## src/rtl/lwc_pkg.sv

```systemverilog
package lwc_pkg;
   typedef enum logic {
      CS_IDLE   = 1'b0,
      CS_COMMIT = 1'b1
   } commit_state_t;
endpackage

```

## src/rtl/lwc_pointer.sv

```systemverilog
module lwc_pointer #(
   parameter int ADDR_W = 12,
   parameter int IDX_W  = 6
) (
   input  logic                    clk,
   input  logic                    rst_n,
   input  logic                    load_en,
   input  logic [ADDR_W-1:0]       load_addr,
   input  logic                    step_en,
   output logic [ADDR_W-IDX_W-1:0] page_hi,
   output logic [IDX_W-1:0]        idx
);
   localparam int HI_W = ADDR_W - IDX_W;

   always_ff @(posedge clk) begin
      if (!rst_n) begin
         page_hi <= '0;
         idx     <= '0;
      end else if (load_en) begin
         page_hi <= load_addr[ADDR_W-1:IDX_W];
         idx     <= load_addr[IDX_W-1:0];
      end else if (step_en) begin
         idx <= idx + IDX_W'(1);
      end
   end

   if (HI_W < 1) begin : g_bad_split
      $error("lwc_pointer: ADDR_W must exceed IDX_W");
   end
endmodule

```

## src/rtl/lwc_store.sv

```systemverilog
module lwc_store #(
   parameter int DATA_W     = 8,
   parameter int LINE_BYTES = 8,
   parameter int NUM_LINES  = 8
) (
   input  logic                                    clk,
   input  logic                                    rst_n,
   input  logic                                    wr_en,
   input  logic [$clog2(LINE_BYTES*NUM_LINES)-1:0] wr_idx,
   input  logic [DATA_W-1:0]                       wr_data,
   input  logic                                    clr,
   input  logic [$clog2(LINE_BYTES*NUM_LINES)-1:0] rd_idx,
   output logic [DATA_W-1:0]                       rd_data,
   output logic                                    rd_valid,
   output logic [NUM_LINES-1:0]                    line_mask,
   output logic                                    any_valid
);
   localparam int BUF_BYTES = LINE_BYTES * NUM_LINES;
   localparam int IDX_W     = $clog2(BUF_BYTES);
   localparam int OFS_W     = $clog2(LINE_BYTES);
   localparam int LINE_W    = IDX_W - OFS_W;

   logic [DATA_W-1:0]    mem [BUF_BYTES];
   logic [BUF_BYTES-1:0] vflat;
   logic [LINE_W-1:0]    wr_line;
   logic [OFS_W-1:0]     wr_ofs;

   assign wr_line = wr_idx[IDX_W-1:OFS_W];
   assign wr_ofs  = wr_idx[OFS_W-1:0];

   always_ff @(posedge clk) begin
      if (wr_en) mem[wr_idx] <= wr_data;
   end

   for (genvar l = 0; l < NUM_LINES; l++) begin : g_line
      logic [LINE_BYTES-1:0] vmark;
      always_ff @(posedge clk) begin
         if (!rst_n || clr) begin
            vmark <= '0;
         end else if (wr_en && wr_line == LINE_W'(l)) begin
            vmark[wr_ofs] <= 1'b1;
         end
      end
      assign vflat[l*LINE_BYTES +: LINE_BYTES] = vmark;
      assign line_mask[l] = |vmark;
   end

   assign rd_data   = mem[rd_idx];
   assign rd_valid  = vflat[rd_idx];
   assign any_valid = |line_mask;
endmodule

```

## src/rtl/lwc_sequencer.sv

```systemverilog
module lwc_sequencer
   import lwc_pkg::*;
#(
   parameter int LINE_BYTES = 8,
   parameter int NUM_LINES  = 8,
   parameter int LINE_CYC   = 625000
) (
   input  logic                          clk,
   input  logic                          rst_n,
   input  logic                          start,
   input  logic [NUM_LINES-1:0]          line_mask,
   output logic                          busy,
   output logic [$clog2(NUM_LINES)-1:0]  line_sel,
   output logic [$clog2(LINE_BYTES)-1:0] ofs,
   output logic                          wr_phase,
   output logic                          done
);
   localparam int LINE_W = $clog2(NUM_LINES);
   localparam int OFS_W  = $clog2(LINE_BYTES);
   localparam int TMR_W  = $clog2(LINE_CYC);
   localparam logic [TMR_W-1:0] TMR_LAST = TMR_W'(LINE_CYC - 1);
   localparam logic [TMR_W-1:0] TMR_WEND = TMR_W'(LINE_BYTES);

   commit_state_t        state;
   logic [NUM_LINES-1:0] pend;
   logic [NUM_LINES-1:0] src;
   logic [LINE_W-1:0]    next_line;
   logic [TMR_W-1:0]     tmr;
   logic                 slot_end;

   // remaining lines once the current slot finishes, or the loaded set when idle
   always_comb begin
      if (state == CS_COMMIT) begin
         src = pend;
         src[line_sel] = 1'b0;
      end else begin
         src = line_mask;
      end
   end

   // lowest remaining line is served first
   always_comb begin
      next_line = '0;
      for (int i = NUM_LINES - 1; i >= 0; i--) begin
         if (src[i]) next_line = LINE_W'(i);
      end
   end

   assign slot_end = (state == CS_COMMIT) && (tmr == TMR_LAST);

   always_ff @(posedge clk) begin
      if (!rst_n) begin
         state    <= CS_IDLE;
         pend     <= '0;
         line_sel <= '0;
         tmr      <= '0;
      end else if (state == CS_IDLE) begin
         if (start) begin
            state    <= CS_COMMIT;
            pend     <= line_mask;
            line_sel <= next_line;
            tmr      <= '0;
         end
      end else if (slot_end) begin
         tmr <= '0;
         if (|src) begin
            pend     <= src;
            line_sel <= next_line;
         end else begin
            pend  <= '0;
            state <= CS_IDLE;
         end
      end else begin
         tmr <= tmr + TMR_W'(1);
      end
   end

   assign busy     = (state == CS_COMMIT);
   assign wr_phase = busy && (tmr < TMR_WEND);
   assign ofs      = tmr[OFS_W-1:0];
   assign done     = slot_end && !(|src);

   if (LINE_CYC < LINE_BYTES) begin : g_bad_slot
      $error("lwc_sequencer: LINE_CYC must cover one cycle per line byte");
   end
endmodule

```

## src/rtl/line_write_cache.sv

```systemverilog
module line_write_cache #(
   parameter int ADDR_W     = 12,
   parameter int DATA_W     = 8,
   parameter int LINE_BYTES = 8,
   parameter int NUM_LINES  = 8,
   parameter int LINE_CYC   = 625000
) (
   input  logic              clk,
   input  logic              rst_n,
   input  logic              ld_valid,
   input  logic [ADDR_W-1:0] ld_addr,
   input  logic              byte_valid,
   input  logic [DATA_W-1:0] byte_data,
   input  logic              stop,
   output logic              busy,
   output logic              mem_we,
   output logic [ADDR_W-1:0] mem_addr,
   output logic [DATA_W-1:0] mem_wdata
);
   localparam int BUF_BYTES = LINE_BYTES * NUM_LINES;
   localparam int IDX_W     = $clog2(BUF_BYTES);
   localparam int OFS_W     = $clog2(LINE_BYTES);
   localparam int LINE_W    = $clog2(NUM_LINES);
   localparam int HI_W      = ADDR_W - IDX_W;

   logic [HI_W-1:0]      page_hi;
   logic [IDX_W-1:0]     idx;
   logic                 accept;
   logic                 load_en;
   logic                 step_en;
   logic                 start;
   logic                 any_valid;
   logic [NUM_LINES-1:0] line_mask;
   logic [LINE_W-1:0]    line_sel;
   logic [OFS_W-1:0]     ofs;
   logic                 wr_phase;
   logic                 done;
   logic                 rd_valid;

   // idle cycles only; stop overrides, address load beats a byte
   assign accept  = !busy && !stop;
   assign load_en = accept && ld_valid;
   assign step_en = accept && !ld_valid && byte_valid;
   assign start   = stop && !busy && any_valid;

   lwc_pointer #(.ADDR_W(ADDR_W), .IDX_W(IDX_W)) u_ptr (
      .clk(clk), .rst_n(rst_n),
      .load_en(load_en), .load_addr(ld_addr), .step_en(step_en),
      .page_hi(page_hi), .idx(idx)
   );

   lwc_store #(.DATA_W(DATA_W), .LINE_BYTES(LINE_BYTES), .NUM_LINES(NUM_LINES)) u_store (
      .clk(clk), .rst_n(rst_n),
      .wr_en(step_en), .wr_idx(idx), .wr_data(byte_data), .clr(done),
      .rd_idx({line_sel, ofs}), .rd_data(mem_wdata), .rd_valid(rd_valid),
      .line_mask(line_mask), .any_valid(any_valid)
   );

   lwc_sequencer #(.LINE_BYTES(LINE_BYTES), .NUM_LINES(NUM_LINES), .LINE_CYC(LINE_CYC)) u_seq (
      .clk(clk), .rst_n(rst_n),
      .start(start), .line_mask(line_mask),
      .busy(busy), .line_sel(line_sel), .ofs(ofs), .wr_phase(wr_phase), .done(done)
   );

   assign mem_we   = wr_phase && rd_valid;
   assign mem_addr = {page_hi, line_sel, ofs};

   if ((1 << OFS_W) != LINE_BYTES || (1 << LINE_W) != NUM_LINES) begin : g_bad_geom
      $error("line_write_cache: LINE_BYTES and NUM_LINES must be powers of two");
   end
   if (HI_W < 1) begin : g_bad_addr
      $error("line_write_cache: address too narrow for the buffer");
   end
endmodule

```

## config.mk

```make
export PLATFORM = sky130hd
export DESIGN_NAME = line_write_cache
export DESIGN_NICKNAME = d
export VERILOG_FILES = /design/src/rtl/lwc_pkg.sv /design/src/rtl/lwc_pointer.sv /design/src/rtl/lwc_store.sv /design/src/rtl/lwc_sequencer.sv /design/src/rtl/line_write_cache.sv
export SDC_FILE = /design/constraint.sdc
export NUM_CORES = 1
export LEC_CHECK = 0
export BUFFER_PORTS_ARGS = -buffer_cell sky130_fd_sc_hd__buf_4
export CAP_MARGIN = 30
export CORE_AREA = 2 2 220 331
export CTS_CLUSTER_SIZE = 8
export DETAILED_ROUTE_END_ITERATION = 7
export DIE_AREA = 0 0 222 333
export GPL_TIMING_DRIVEN = 0
export MAX_ROUTING_LAYER = met4
export PLACE_DENSITY_LB_ADDON = 0.12
export REMOVE_ABC_BUFFERS = 1
export SETUP_SLACK_MARGIN = 0.4
export SYNTH_ARGS = -nofsm -noshare
export SYNTH_HDL_FRONTEND = slang
export SYNTH_SLANG_ARGS = --single-unit
```

## constraint.sdc

```tcl
create_clock -name clk -period 6.96 [get_ports clk]
set_input_delay 1.392 -clock clk [delete_from_list [all_inputs] [get_ports clk]]
set_output_delay 1.392 -clock clk [all_outputs]
set_load 0.005 [all_outputs]
```

==> run_results.csv <==
group,metric,value,unit
die,die_area,0.07393,mm²
worst_setup_path,cp_slowest_stage_delay,600,ps
worst_setup_path,end_kind,"output port",
clocking,clockBufferDepth,3,
clocking,cts_tree,"built",
cells_and_area,fillerInstances,6340,
detailed_routing,vias_per_cell,5.386,
placed_design,place_congestion,0.8056,
worst_setup_path,rr_worst_depth,7,
synthesis,synthArstFlopShare,0,
synthesis,syn_area_per_cell,18.16,µm²
detailed_routing,drtIter0Drc,958,
sta,hold_violations,0,
sta,drv_slew,0,
synthesis,synthCells,1361,
power_and_ir_drop,peakVddDrop,0.1629,mV
detailed_routing,wirelength,64470,µm
worst_setup_path,cp_max_fo,38,
global_routing,grt-ovfl-total,0,
detailed_routing,detail_route.drc_violations,0,
worst_setup_path,path_cells,"buf_16, buf_16, buf_16, mux4_2, mux4_2, mux2i_1, o21ai_0, buf_4",
clocking,cts_hold_buf,0,
cells_and_area,layout-drive-gt1-share,0.2664,
sta,min_period,5548,ps
detailed_routing,wl_per_cell,26.55,µm
global_routing,antenna_found_initial,0,
placed_design,place_area,0.02649,mm²
sta,fin_hold_ws,453.4,ps
synthesis,yosysWarningCount,0,
sta,clock_skew,23.96,ps
synthesis,synthFlopType,"edfxtp_1",
synthesis,ys_seq_area_frac,0.7095,
worst_setup_path,critPathArrivalTime,4160,ps
sta,timing.fmax,180.3,MHz
die,die_y,333,µm
detailed_routing,drt-pass1-iter-count,5,
worst_setup_path,cp_num_buf_inv,4,
clocking,cts.clk_slew.worst_paths,50,ps
hold_path,worstHoldPathType,"flip-flop to flip-flop",
synthesis,yosysUniqueCellTypes,64,
outcome,outcome,"complete, no violations",
clocking,cts_resized,0,
hold_path,min_from,"u_ptr.page_hi[1]",
worst_setup_path,cp-start-kind,"flip-flop",
clocking,cts_sinks,620,
detailed_routing,vias,13080,
clocking,cts_made_buffers,87,
die,die_width,222,µm
global_routing,grt_max_degree,65,
sta,period_share,0.7971,
sta,slew_headroom,0.3287,
synthesis,ys_ff_latch,620,
clocking,clk-insertion-delay-late,640,ps
worst_setup_path,timing.rr.end,"u_store.g_line[5].vmark[7]",
die,rows,120,
global_routing,grt_pass1_wl,94940,µm
placed_design,numPortBuffers,46,
worst_setup_path,required,5570,ps
cells_and_area,final_util,0.4078,
cells_and_area,area_growth,17.16,%
cells_and_area,ff_latch_area,0.01755,mm²
sta,tightest_slew,1003,ps
global_routing,grtUsageTotal,0.1832,
cells_and_area,nets,1495,
cells_and_area,final_common_cell,"edfxtp_1",
synthesis,synth-edff-count,512,
worst_setup_path,critPathKind,"flip-flop to output port",
sta,finalSetupViolations,0,
cells_and_area,final_cell_mix,"edfxtp_1 (512), mux4_2 (170), nor2_1 (111)",
worst_setup_path,r2r_slack,3440,ps
flow_run,max_cap_violations,0,
worst_setup_path,timing.rr.start,"u_seq.busy",
hold_path,min_to,"u_ptr.page_hi[1]",
detailed_routing,detail-route-antenna-nets,0,
worst_setup_path,crit_path_top_delay_cell,"mux4_2",
power_and_ir_drop,power.density,288.2,mW/mm²
hold_path,min_path_cells,2,
synthesis,syn_area,0.02472,mm²
cells_and_area,num_antenna_cells,0,
placed_design,dp_hpwl,41270,µm
cells_and_area,multi_input_area,0.006795,mm²
cells_and_area,fin_area,0.02896,mm²
clocking,htree_levels,3,
clocking,cts_root_buf,"clkbuf_16",
worst_setup_path,critPathMostFrequentCell,"buf_16",
die,start_util,0.3481,
clocking,post_cts_buffers,0,
worst_setup_path,path_delay_family,"multiplexers",
global_routing,grt_pass1_vias,13660,
power_and_ir_drop,p_leak,9.158,nW
die,io_pins,47,
die,core,0.07102,mm²
sta,rsz0062_at_grt,"no",
## worst reg2reg max path, stage by stage (launching register included)
cell,delay [ps]
dfxtp_1,950
inv_1,470
and3_1,320
o211ai_1,360
nor4_4,140
a21oi_4,770
buf_12,280
o21a_1,170
## worst max path at each step
stage / to / slack [ps] / start / cells past startpoint
final: mem_wdata[0] / 1410 / u_seq.tmr[0] / 8
after global routing: mem_wdata[0] / 1190 / u_seq.tmr[0] / 8
after CTS: mem_wdata[0] / 1250 / u_seq.tmr[0] / 8
after detailed placement: mem_wdata[0] / 1940 / u_seq.tmr[0] / 8
after global placement: mem_we / -6290 / u_seq.tmr[0] / 5
after floorplan: mem_wdata[1] / -2150 / u_seq.tmr[0] / 4
## kinds of logic after synthesis
group                    share of synthesized area
flip-flops                                  0.7095
AND/OR/NAND/NOR                            0.05543
multiplexers                                0.1653
AO/OA/AOI/OAI                              0.05163
buffers and inverters                      0.01610
XOR/XNOR                                  0.001063
adder cells (fa/ha/maj)                   0.001012
## Yosys cell counts (3+ instances only)
master | number | share of area
edfxtp_1 | 512 | 0.62
mux4_2 | 170 | 0.15
nor2_1 | 111 | 0.017
dfxtp_1 | 108 | 0.087
o21a_1 | 67 | 0.020
nand2_1 | 60 | 0.0091
clkbuf_1 | 43 | 0.0065
a21oi_1 | 29 | 0.0059
mux2i_1 | 22 | 0.0089
nand3_1 | 16 | 0.0032
o21ai_0 | 15 | 0.0030
nor4_1 | 14 | 0.0035
buf_2 | 13 | 0.0026
nor3_1 | 13 | 0.0026
o22ai_1 | 13 | 0.0033
buf_1 | 11 | 0.0017
nand3b_1 | 11 | 0.0033
and2_1 | 8 | 0.0020
a21oi_2 | 7 | 0.0025
a31oi_1 | 7 | 0.0018
o21ai_2 | 7 | 0.0025
or3_1 | 7 | 0.0018
a211oi_1 | 6 | 0.0018
buf_4 | 6 | 0.0018
buf_6 | 5 | 0.0023
nand4_1 | 5 | 0.0013
nor2b_1 | 5 | 0.0013
o211ai_1 | 5 | 0.0015
or3b_2 | 5 | 0.0018
or4_1 | 5 | 0.0015
inv_1 | 4 | 0.00061
or4_2 | 4 | 0.0014
a21boi_1 | 3 | 0.00091
a311oi_1 | 3 | 0.0011
and3_1 | 3 | 0.00076
nand2b_1 | 3 | 0.00076
## report_power, final
part / total (W) / internal (W) / switching (W) / leakage, nW
Clock: 0.00389 / 0.00235 / 0.00154 / 1.18
Combinational: 0.000404 / 0.000162 / 0.000242 / 2.50
Sequential: 0.00405 / 0.00403 / 0.0000228 / 5.47
Total: 0.00835 / 0.00654 / 0.00181 / 9.16
## stage by stage
stage / TNS (ps) / cells / setup slack (ps) / total power (W)
floorplan: -160420 / 1282 / -2153 / 0.004369
global placement: -601960 / 2243 / -6290 / 0.004569
detailed placement: 0 / 2293 / 1939 / 0.004540
CTS: 0 / 2427 / 1245 / 0.008463
global route: 0 / 2428 / 1188 / 0.008628
finish: 0 / 2428 / 1412 / 0.008347
## registers in the layout (all words and copies together) (netlist names)
signal / cells
u_seq.tmr: 20
u_ptr.idx: 6
u_seq.pend: 8
u_seq.line_sel: 3
u_store.mem: 512
u_seq.busy: 1
u_store.g_line.vmark: 64
u_ptr.page_hi: 6
## routing by layer
| layer | part of all wire | wire length, µm | vias to the layer above | GRT usage |
|---|---|---|---|---|
| met4 | 0.033 | 2159 | 0 | 0.07519 |
| met1 | 0.42 | 26860 | 6935 | 0.2231 |
| met5 | 0 | 0 | - | - |
| li1 | - | - | 5718 | - |
| met2 | 0.51 | 32810 | 324 | 0.3051 |
| met3 | 0.041 | 2642 | 100 | 0.02906 |
## area by class of cell
class,count,share of cell area
multi-input combinational,658,0.2346
clock buffer,127,0.08109
timing repair buffer,97,0.03439
clock inverter,7,0.003888
tap,915,0.03953
inverter,4,0.0006049
sequential,620,0.6059
No activity file was read; power rests on OpenSTA's default activity.
